==> src/rtl/aud_cap_pkg.sv <==
package aud_cap_pkg;
   localparam logic [1:0] FMT_LJ_HI = 2'd0;
   localparam logic [1:0] FMT_DLY1  = 2'd1;
   localparam logic [1:0] FMT_RJ    = 2'd2;
   localparam logic [1:0] FMT_LJ_LO = 2'd3;

   // Left channel rides on the high word clock level for these formats.
   function automatic logic left_on_high(input logic [1:0] fmt);
      return (fmt == FMT_LJ_HI) || (fmt == FMT_RJ);
   endfunction
endpackage

==> src/rtl/aud_slot_timer.sv <==
module aud_slot_timer #(
   parameter int HALF_SLOTS = 32,
   localparam int SW = $clog2(HALF_SLOTS),
   localparam int CW = $clog2(2 * HALF_SLOTS) + 1
) (
   input  logic          mclk,
   input  logic          rst_n,
   input  logic          wclk,
   output logic          tick,
   output logic [SW-1:0] slot,
   output logic          rise
);
   logic          wclk_q;
   logic [CW-1:0] mcnt;
   logic [CW-1:0] idx;
   logic          edge_now;

   assign edge_now = wclk ^ wclk_q;
   assign idx      = edge_now ? '0 : mcnt;
   assign tick     = idx[0] && (idx < CW'(2 * HALF_SLOTS));
   assign slot     = idx[SW:1];
   assign rise     = edge_now && wclk;

   always_ff @(posedge mclk) begin
      if (!rst_n) begin
         wclk_q <= 1'b0;
         mcnt   <= '0;
      end else begin
         wclk_q <= wclk;
         if (edge_now)
            mcnt <= CW'(1);
         else if (mcnt != {CW{1'b1}})
            mcnt <= mcnt + CW'(1);
      end
   end
endmodule

==> src/rtl/aud_word_shift.sv <==
module aud_word_shift #(
   parameter int MAX_W = 24
) (
   input  logic             mclk,
   input  logic             rst_n,
   input  logic             shift_en,
   input  logic             sd,
   output logic [MAX_W-1:0] word
);
   logic [MAX_W-2:0] sr;

   assign word = {sr, sd};

   always_ff @(posedge mclk) begin
      if (!rst_n)
         sr <= '0;
      else if (shift_en)
         sr <= word[MAX_W-2:0];
   end
endmodule

==> src/rtl/aud_ctl_latch.sv <==
module aud_ctl_latch #(
   parameter int N = 4
) (
   input  logic         mclk,
   input  logic         rst_n,
   input  logic         load,
   input  logic [N-1:0] d,
   output logic [N-1:0] q
);
   always_ff @(posedge mclk) begin
      if (!rst_n)
         q <= '0;
      else if (load)
         q <= d;
   end
endmodule

==> src/rtl/aud_serial_capture.sv <==
module aud_serial_capture #(
   parameter int HALF_SLOTS = 32,
   parameter int MAX_W      = 24,
   parameter int MIN_W      = 20,
   parameter bit MSB_ALIGN  = 1'b1
) (
   input  logic             mclk,
   input  logic             rst_n,
   input  logic             wclk,
   input  logic             sdata,
   input  logic [2:0]       mode,
   input  logic             wide,
   input  logic             mute,
   input  logic             ctl_v,
   input  logic             ctl_u,
   input  logic             ctl_c,
   input  logic             blk_start,
   output logic             smp_valid,
   output logic             smp_right,
   output logic [MAX_W-1:0] smp_data,
   output logic             smp_v,
   output logic             smp_u,
   output logic             smp_c,
   output logic             smp_blk
);
   import aud_cap_pkg::*;

   localparam int SW  = $clog2(HALF_SLOTS);
   localparam int LW  = SW + 2;
   localparam int PAD = MAX_W - MIN_W;

   generate
      if (MIN_W >= MAX_W) begin : g_bad_width
         $error("MIN_W must be below MAX_W");
      end
      if (MAX_W > HALF_SLOTS - 1) begin : g_bad_slots
         $error("word must fit in a half period with one delay slot");
      end
   endgenerate

   logic             tick, rise;
   logic [SW-1:0]    slot;
   logic             fmt_ok;
   logic [LW-1:0]    wlen, win_lo, win_hi, slot_x;
   logic             in_win, done;
   logic [MAX_W-1:0] word, aligned;
   logic [3:0]       ctl_q;

   aud_slot_timer #(.HALF_SLOTS(HALF_SLOTS)) timer_i (
      .mclk(mclk), .rst_n(rst_n), .wclk(wclk),
      .tick(tick), .slot(slot), .rise(rise)
   );

   assign fmt_ok = !mode[2];
   assign wlen   = wide ? LW'(MAX_W) : LW'(MIN_W);
   assign slot_x = {2'b00, slot};

   always_comb begin
      unique case (mode[1:0])
         FMT_DLY1: win_lo = LW'(1);
         FMT_RJ:   win_lo = LW'(HALF_SLOTS) - wlen;
         default:  win_lo = '0;
      endcase
      win_hi = win_lo + wlen - LW'(1);
   end

   assign in_win = fmt_ok && tick && (slot_x >= win_lo) && (slot_x <= win_hi);
   assign done   = in_win && (slot_x == win_hi);

   aud_word_shift #(.MAX_W(MAX_W)) shift_i (
      .mclk(mclk), .rst_n(rst_n), .shift_en(in_win), .sd(sdata), .word(word)
   );

   generate
      if (MSB_ALIGN) begin : g_msb
         assign aligned = wide ? word : {word[MIN_W-1:0], {PAD{1'b0}}};
      end else begin : g_lsb
         assign aligned = wide ? word : {{PAD{1'b0}}, word[MIN_W-1:0]};
      end
   endgenerate

   always_ff @(posedge mclk) begin
      if (!rst_n) begin
         smp_valid <= 1'b0;
         smp_right <= 1'b0;
         smp_data  <= '0;
      end else begin
         smp_valid <= done;
         if (done) begin
            smp_data  <= mute ? '0 : aligned;
            smp_right <= (wclk != left_on_high(mode[1:0]));
         end
      end
   end

   aud_ctl_latch #(.N(4)) ctl_i (
      .mclk(mclk), .rst_n(rst_n), .load(rise && fmt_ok),
      .d({ctl_v, ctl_u, ctl_c, blk_start}), .q(ctl_q)
   );

   assign {smp_v, smp_u, smp_c, smp_blk} = ctl_q;
endmodule

==> config.mk <==
export PLATFORM = sky130hd
export DESIGN_NAME = aud_serial_capture
export DESIGN_NICKNAME = d
export VERILOG_FILES = /design/src/rtl/aud_cap_pkg.sv /design/src/rtl/aud_slot_timer.sv /design/src/rtl/aud_word_shift.sv /design/src/rtl/aud_ctl_latch.sv /design/src/rtl/aud_serial_capture.sv
export SDC_FILE = /design/constraint.sdc
export NUM_CORES = 1
export LEC_CHECK = 0
export ABC_AREA = 1
export ABC_CLOCK_PERIOD_IN_PS = 7300
export BUFFER_PORTS_ARGS = -buffer_cell sky130_fd_sc_hd__buf_2
export CORE_ASPECT_RATIO = 0.75
export CORE_MARGIN = 1
export CORE_UTILIZATION = 60
export DETAILED_ROUTE_END_ITERATION = 6
export PLACE_DENSITY = 0.9
export SKIP_LAST_GASP = 1
export SLEW_MARGIN = 20
export SYNTH_ARGS = -nofsm -noshare
export SYNTH_HDL_FRONTEND = slang
export SYNTH_SLANG_ARGS = --single-unit
==> constraint.sdc <==
create_clock -name mclk -period 7.3 [get_ports mclk]
set_input_delay 0.365 -clock mclk [delete_from_list [all_inputs] [get_ports mclk]]
set_output_delay 0.365 -clock mclk [all_outputs]
set_load 0.005 [all_outputs]
# Yosys cells after proc, flatten, opt, wreduce, memory -nomap -nowiden

Cells that the tools add are included.
W data, S select, Z words.

Word-level logic and storage cells: 41
Input port bits: 13
Output and inout port bits: 30
Register bits: 61

Bitwise gates (word level): 2
Eq/ne operators: 5
Add/subtract/negate cells: 4
Mux-type cells: 7
Magnitude comparators: 3
Reduce and logical (&&, ||, !) cells: 12

Operators by type and width:

| cell                  | number |
|---|---|
| $mux W24              | 2 |
| $pmux W7 S2           | 1 |
| $add A7 B1 Y7 const B | 1 |
| $add A7 B5 Y7         | 1 |
| $eq A5 B7 Y1          | 1 |
| $ge A5 B7 Y1          | 1 |
| $le A5 B7 Y1          | 1 |
| $logic_and A1 B1 Y1   | 7 |
| $lt A7 B7 Y1 const B  | 1 |
| $mux W7               | 1 |
| $ne A7 B7 Y1 const B  | 1 |
| $sub A6 B5 Y7 const A | 1 |
| $sub A7 B1 Y7 const B | 1 |
| $mux W4               | 1 |
| $eq A2 B1 Y1 const B  | 1 |
| $eq A2 B2 Y1 const B  | 1 |
| $logic_not A2 Y1      | 1 |
| $mux W1               | 2 |
| $reduce_bool A2 Y1    | 1 |
| $reduce_or A2 Y1      | 1 |
| $logic_not A1 Y1      | 1 |
| $logic_or A1 B1 Y1    | 1 |
| $ne A1 B1 Y1          | 1 |
| $not A1 Y1            | 1 |
| $xor A1 B1 Y1         | 1 |

# Longest topological paths before layout

Gate-level depths: netlist (run 1).

Depth in word-level cells: 8
Depth in mapped cells: 18
Mapped depth without buffers: 17

# Modules after synthesis

From an unflattened synthesis (run 1), not the netlist that was laid out.

Cell total of the unflattened synthesis: 513
Area, all modules: 3353.2 um^2

Modules (own cells, without submodules):

| module             | cells each | seq. area each (um^2) | area an instance (um^2) | times used |
|---|---|---|---|---|
| aud_serial_capture | 273        | 520.5                 | 1762.9                  | 1 |
| aud_word_shift     | 146        | 460.4                 | 968.4                   | 1 |
| aud_slot_timer     | 69         | 160.2                 | 455.4                   | 1 |
| aud_ctl_latch      | 25         | 80.1                  | 166.4                   | 1 |

# Worst setup path before layout (run 1)

OpenSTA, ideal clock, no wires.

Path type: input port to flip-flop
Start point: in wide
End point: reg smp_right
Setup time: 0.116 ns
Required time: 7.184 ns
Arrival: 2.669 ns
Setup slack: 4.515 ns
Stages: 17
Buffers on the path: 3
Path through: clkinv_1 -> clkbuf_1 -> nand3_1 -> ha_1 -> inv_1 -> ha_1 -> inv_1 -> ha_1 -> inv_1 -> nor2_1 -> nand3_1 -> buf_2 -> inv_1 -> nand3_2 -> buf_2 -> o21ai_0 -> nor2_1

Word-level cells in the longest chain between the ends: 8
Elaborated cells on any way between the ends: 11
Classes of those cells: 3 x add/sub; 2 x order compare; 1 x eq/ne; 2 x mux; 3 x reduce/logical

Ends and longest elaborated chain:

| what                   | line                     | RTL |
|---|---|---|
| start: declaration     | aud_serial_capture.sv:12 | `input logic wide,` |
| $mux W4 *              | aud_serial_capture.sv:55 | `assign wlen = wide ? LW'(MAX_W) : LW'(MIN_W);` |
| $sub A6 B5 Y7          | aud_serial_capture.sv:61 | `FMT_RJ: win_lo = LW'(HALF_SLOTS) - wlen;` |
| $pmux W7 S2            | aud_serial_capture.sv:59 | `unique case (mode[1:0])` |
| $add A7 B5 Y7          | aud_serial_capture.sv:64 | `win_hi = win_lo + wlen - LW'(1);` |
| $sub A7 B1 Y7          | aud_serial_capture.sv:64 |  |
| $le A5 B7 Y1           | aud_serial_capture.sv:67 | `assign in_win = fmt_ok && tick && (slot_x >= win_lo) && (slot_x <= win_hi);` |
| $logic_and A1 B1 Y1    | aud_serial_capture.sv:67 |  |
| $logic_and A1 B1 Y1 *  | aud_serial_capture.sv:68 | `assign done = in_win && (slot_x == win_hi);` |
| end signal: assignment | aud_serial_capture.sv:91 | `smp_right <= (wclk != left_on_high(mode[1:0]));` |
| end: declaration       | aud_serial_capture.sv:19 | `output logic smp_right,` |

Every way passes the cells marked *; elsewhere a longest branch is shown, timed or not.
A chain may end at the register's enable or synchronous reset.

# Worst setup path after layout (run 1)

Start point: in wide
End point: reg shift_i.sr[12]

Word-level cells in the longest chain between the ends: 7
Elaborated cells on any way between the ends: 9
Classes of those cells: 3 x add/sub; 2 x order compare; 2 x mux; 2 x reduce/logical

Ends and longest elaborated chain:

| what                   | line                     | RTL |
|---|---|---|
| $mux W4 *              | aud_serial_capture.sv:55 |  |
| $sub A6 B5 Y7          | aud_serial_capture.sv:61 |  |
| $pmux W7 S2            | aud_serial_capture.sv:59 |  |
| $add A7 B5 Y7          | aud_serial_capture.sv:64 |  |
| $sub A7 B1 Y7          | aud_serial_capture.sv:64 |  |
| $le A5 B7 Y1           | aud_serial_capture.sv:67 |  |
| $logic_and A1 B1 Y1 *  | aud_serial_capture.sv:67 |  |
| end signal: assignment | aud_word_shift.sv:18     | `sr <= word[MAX_W-2:0];` |
| end: declaration       | aud_word_shift.sv:10     | `logic [MAX_W-2:0] sr;` |

Marked as above.

==> flow_summary.toml, run 1 <==
[status]
run_status = "finished, final reports clean"

[die]
core_sq_mm = 0.00535
die_h_microns = 66.5
dieArea_sq_mm = 0.00585
die_x_microns = 88.0
start_util_pct = 62.2
boundaryPins = 43
placementRows = 23

[drt]
dr.max_layer_used = "met4"
num_vias = 3157
firstDrtPassIters = 7
wl_met3_microns = 609
post-route-drc-count = 0
wl_met1_microns = 3280
wire_per_inst_microns = 11.8
drt_iter0_drc = 430
wl_met2_microns = 3150
drtAntennaViolNets = 0
vias_per_cell = 5.19
drt-total-wl_microns = 7180

[place]
dpl.hpwl_microns = 4910
port_buffers = 42
gp_congestion = 0.897
placed_cell_area_sq_mm = 0.00351

[worst_setup_path]
arrival_ns = 4.44
cp_max_fo = 26
max_stage_delay_ns = 0.71
r2r_cells = 13
critical_path.startpoint_type = "primary input"
path_cells = "buf_2 > clkinv_1 > ha_1 > inv_1 > ha_1 > xnor2_1 > ha_1 > nand2_1 > inv_1 > nand3_1 > nand2_1 > inv_1 > nor2_8 > nor2_1 > nor2_1"
crit_type = "in -> reg"
critPathRequiredTime_ns = 7.58
rrSetupSlack_ns = 4.08
cp-end-kind = "register"
crit_path_top_delay_cell = "nand2_1"

[synth]
synth-seq-cells = 61
yosysSeqAreaShare_pct = 36.7
synth-warning-count = 0
synth_cells = 501
syn_area_sq_mm = 0.00333
synthDistinctLibCells = 25
syn_area_per_cell_sq_um = 6.65
synthesis.nets = 533

[worst_hold_path]
worstHoldPathCells = 3
hold_class = "in -> reg"

[timing]
max_freq_ghz = 0.240
timing.final.crit_share_pct = 57.0
post-route-min-period_ns = 4.16
finalSetupViolations = 0
hold_viol_final = 0
fin_tns_setup_ns = 0
worst_pin_slew_ns = 0.961
max_slew_margin_pct = 35.7
fin_skew_ns = 0.00985
holdWs_ns = 0.240
drv_slew = 0
rsz0062_at_grt = "false"

[clocking]
clock_path_buffers = 2
cts.sinks = 61
ctsHtreeMaxLevel = 3
cts_root_buf = "clkbuf_8"
clk_latency_ns = 0.35
post_cts_resize_count = 0
hold_buffers = 0
cts_buffers = 9
post-cts-setup-buffers = 0
cts_tree = "done"
cts.clk_slew.worst_paths_ns = 0.07

[layout]
final_area_sq_mm = 0.00369
utilization_pct = 68.9
drive_above_1_share_pct = 11.8
mostFrequentLayoutCells = "104 x nor2_1, 98 x nand2_1, 82 x inv_1"
diodes = 0
areaGrowthSynthToFinish_pct = 10.7
layout_commonest_cell = "nor2_1"
num-fill-cells = 445
finalNetCount = 560

[global_routing]
grt_pass1_vias = 2666
grt_pass1_wl_microns = 11800
grt-ovfl-total = 0
antenna_found_initial = 0
grt_max_degree = 57
gr-usage-all-layers_pct = 26.5

[job]
drv_cap = 0

[power]
ir_worst_vdd_uv = 115
p_leak_nw = 1.88
powerDensity_mw_per_mm2 = 189
==> critical path: cells and delay by family <==
kind | cells | cell delay [ns]
simple gates | 6 | 1.57
buf+inv | 5 | 1.25
fa+ha+maj | 3 | 1.11
xor+xnor | 1 | 0.14
==> area by class of cell <==
| type | instances | area (sq um) | share of cell area [%] |
|---|---|---|---|
| Clock inverter | 7 | 51.3 | 1.39 |
| Clock buffer | 9 | 124 | 3.36 |
| Multi-Input combinational cell | 331 | 1670 | 45.4 |
| Inverter | 83 | 312 | 8.45 |
| Tap cell | 75 | 93.8 | 2.55 |
| Sequential cell | 61 | 1220 | 33.1 |
| Timing Repair Buffer | 42 | 210 | 5.70 |
==> metrics by stage <==
step | std cells | setup WS (ns) | power, mW
after floorplan | 501 | 4.51 | 0.419
after global routing | 608 | 2.83 | 0.729
after CTS | 608 | 3.24 | 0.700
after global placement | 592 | 3.13 | 0.434
after detailed placement | 592 | 2.92 | 0.438
final | 608 | 3.14 | 0.697
==> power by group <==
part / switching [mW] / internal [mW] / total [mW] / leakage [nW]
logic: 0.0549 / 0.0289 / 0.0838 / 1.30
clock network: 0.141 / 0.124 / 0.264 / 0.0856
registers: 0.00707 / 0.342 / 0.349 / 0.494
==> logic make-up after synthesis <==
logic type	count (synthesis)	share of synthesized area (%)
buf+inv	109	13.0
xor+xnor	7	1.84
flops	61	36.7
compound gates	54	8.23
fa+ha+maj	19	7.14
simple gates	251	33.1
==> Yosys cell counts <==
cell type	count	area share (%)
nor2_1	104	12
nand2_1	98	11
inv_1	82	9.2
dfxtp_1	61	37
o21ai_0	27	4.1
a21oi_1	25	3.8
nand4_1	25	4.7
ha_1	19	7.1
clkbuf_1	17	1.9
nor3b_1	9	2.0
nand3_1	6	0.90
xnor2_1	6	1.6
buf_2	5	0.75
nor3_1	4	0.60
buf_6	2	0.68
nand2_4	2	0.68
a31oi_1	1	0.19
buf_1	1	0.11
buf_4	1	0.23
clkinv_1	1	0.11
nand3_2	1	0.30
nor2_8	1	0.60
nor3_4	1	0.49
o21bai_1	1	0.23
xor2_1	1	0.26
==> state kept, by name, indices dropped and copies added (netlist names) <==
name	flops
smp_data	24
shift_i.sr	23
timer_i.mcnt	7
ctl_i.q	4
smp_right	1
smp_valid	1
timer_i.wclk_q	1
==> path summary, 6_finish.rpt <==
| path | from | endpoint |
|---|---|---|
| setup / recovery | wide | shift_i.sr[12] |
| setup reg to reg | timer_i.wclk_q | shift_i.sr[12] |
| hold / removal | ctl_u | ctl_i.q[2] |
| hold reg to reg | shift_i.sr[2] | shift_i.sr[2] |
==> metal layers <==
metal,vias up,track usage [%]
met4,0,8.06
met3,23,8.92
met2,138,42.4
met5,-,0
li1,1604,-
met1,1392,33.8
No activity file was read; power rests on OpenSTA's default activity.
==> inputs of run 2 (changes only) <==
--- a/config.mk
+++ b/config.mk
@@ -6,13 +6,13 @@
 export NUM_CORES = 1
 export LEC_CHECK = 0
 export ABC_AREA = 1
-export ABC_CLOCK_PERIOD_IN_PS = 7300
+export ABC_CLOCK_PERIOD_IN_PS = 3900
 export BUFFER_PORTS_ARGS = -buffer_cell sky130_fd_sc_hd__buf_2
 export CORE_ASPECT_RATIO = 0.75
 export CORE_MARGIN = 1
-export CORE_UTILIZATION = 60
+export CORE_UTILIZATION = 58
 export DETAILED_ROUTE_END_ITERATION = 6
-export PLACE_DENSITY = 0.9
+export PLACE_DENSITY = 0.88
 export SKIP_LAST_GASP = 1
 export SLEW_MARGIN = 20
 export SYNTH_ARGS = -nofsm -noshare
==> constraint.sdc (replaced) <==
create_clock -name mclk -period 3.9 [get_ports mclk]
set_input_delay 0.195 -clock mclk [delete_from_list [all_inputs] [get_ports mclk]]
set_output_delay 0.195 -clock mclk [all_outputs]
set_load 0.005 [all_outputs]
==> run 2 against run 1 <==
Effect of this change:
- combinational power grew 92%
- power is 110% higher
- sequential power is 87% higher
- worst setup slack got worse by 2.4 ns
- final cell count up 0.49%
- clock power grew to 2.6 times the previous value
- hold slack lost 0.17 ns
- via count fell by 0.89%
- sequential cell count stayed put
- sequential share of layout area down 0.76 points
- register-to-register slack worse by 3.2 ns
- largest cell class unchanged
- largest power group is now the clock network
==> flow_summary.toml, run 2 (synthesis gave the netlist of run 1 again) <==
[timing]
finalSetupViolations = 0
drv_slew = 0
worst_pin_slew_ns = 0.979
max_slew_margin_pct = 34.7
fin_skew_ns = 0.00792
rsz0062_at_grt = "false"
hold_viol_final = 0
timing.final.crit_share_pct = 80.9
post-route-min-period_ns = 3.15
max_freq_ghz = 0.317
fin_tns_setup_ns = 0

[worst_setup_path]
critPathRequiredTime_ns = 4.13
crit_type = "in -> reg"
cp-end-kind = "register"
arrival_ns = 3.38
cp_max_fo = 42
critical_path.startpoint_type = "primary input"

[drt]
drt_iter0_drc = 286
vias_per_cell = 5.12
drtAntennaViolNets = 0
firstDrtPassIters = 5
drt-total-wl_microns = 7520
wire_per_inst_microns = 12.3
post-route-drc-count = 0
num_vias = 3129

[power]
p_seq_share_pct = 43.8
powerDensity_mw_per_mm2 = 396
switchingPower_uw = 372
pwr-share-clk_pct = 45.4
p_sw_share_pct = 24.9
p_leak_nw = 1.93
design_power_total_mw = 1.49
comb_power_share_pct = 10.8
ir_worst_vdd_uv = 290
p_int_mw = 1.12

[global_routing]
grt-ovfl-total = 0
grt_max_degree = 57
gr-usage-all-layers_pct = 25.7
antenna_found_initial = 0
grt_pass1_wl_microns = 11700
grt_pass1_vias = 2618

[clocking]
cts_root_buf = "clkbuf_8"
hold_buffers = 0
post-cts-setup-buffers = 0
ctsHtreeMaxLevel = 3
post_cts_resize_count = 0
cts_tree = "done"
clock_path_buffers = 2
clk_latency_ns = 0.35
cts.clk_slew.worst_paths_ns = 0.07
cts.sinks = 61
cts_buffers = 9

[status]
run_status = "finished, final reports clean"

[die]
die_x_microns = 89.5
start_util_pct = 61.2
die_h_microns = 67.6
dieArea_sq_mm = 0.00605
boundaryPins = 43
core_sq_mm = 0.00544
placementRows = 23

[layout]
final-seq-area_sq_mm = 0.00122
reg_top3 = "smp_data x24, shift_i.sr x23, timer_i.mcnt x7"
mostFrequentLayoutCells = "104 x nor2_1, 98 x nand2_1, 82 x inv_1"
drive_above_1_share_pct = 12.1
largest_register_ffs = 24
finalNetCount = 563
diodes = 0
areaGrowthSynthToFinish_pct = 13.3
layout_commonest_cell = "nor2_1"
regMostFlops = "smp_data"
multi_input_area_sq_mm = 0.00167
num-fill-cells = 477

[job]
drv_cap = 0

[worst_hold_path]
hold_class = "in -> reg"

[place]
port_buffers = 42
gp_congestion = 0.859
dpl.hpwl_microns = 5000
[run 2: cell types whose count changed in the layout (fill, tap and decap cells not counted)]
cell	change
clkinvlp_4	-1
clkinv_4	-1
clkinv_2	-1
clkbuf_1	+1
inv_6	-1
bufinv_16	+3
buf_4	+3
[run 2: worst paths after layout]
path	from	endpoint	slack, ns	depth (start not counted)
max	wide	smp_right	0.75	14
min reg2reg	shift_i.sr[13]	shift_i.sr[13]	0.49	2
min	ctl_u	ctl_i.q[2]	0.07	3
max reg2reg	timer_i.wclk_q	smp_right	0.85	14
[run 2: layout make-up]
type | instances | share of cell area (%)
multi-input combinational | 331 | 44.4
sequential | 61 | 32.4
inverter | 83 | 8.26
timing repair buffer | 45 | 6.17
clock buffer | 10 | 3.38
clock inverter | 6 | 2.95
tap | 75 | 2.49
[run 2: worst max-delay path, cell delays in order]
cell and delay [ns]:
buf_2 0.31, clkinv_1 0.18, ha_1 0.31, inv_1 0.04, ha_1 0.31, xnor2_1 0.14
ha_1 0.28, nand2_1 0.04, inv_1 0.06, nand3_1 0.29, inv_1 0.15, nand3_2 0.60
o21ai_0 0.40, nor2_1 0.06
[run 2: power by group through the flow]
stage	clock network (mW)	logic [mW]	registers, mW
after detailed placement	0	0.157	0.667
after floorplan	0	0.121	0.664
after global placement	0	0.150	0.666
final	0.678	0.161	0.654
after CTS	0.683	0.159	0.653
after global routing	0.708	0.180	0.655
[run 2: metrics by stage]
step / util, % / instance area, sq um / setup slack [ns] / cells / hold slack (ns)
floorplan: - / 3330 / 1.28 / 501 / 0.288
CTS: 69.4 / 3770 / 0.740 / 611 / 0.0664
global route: 69.4 / 3770 / 0.410 / 611 / 0.0650
detailed placement: 65.0 / 3530 / 0.374 / 595 / 0.435
finish: 69.4 / 3770 / 0.747 / 611 / 0.0709
global placement: 65.0 / 3530 / 0.541 / 595 / 0.416
[run 2: layer usage]
metal	track usage (%)	wire length, microns	vias to the layer above	part of all wire [%]
met2	40.9	3530	128	47
met4	6.35	93	0	1.2
met5	0	0	-	0
li1	-	-	1607	-
met1	33.2	3320	1380	44
met3	9.54	575	14	7.7
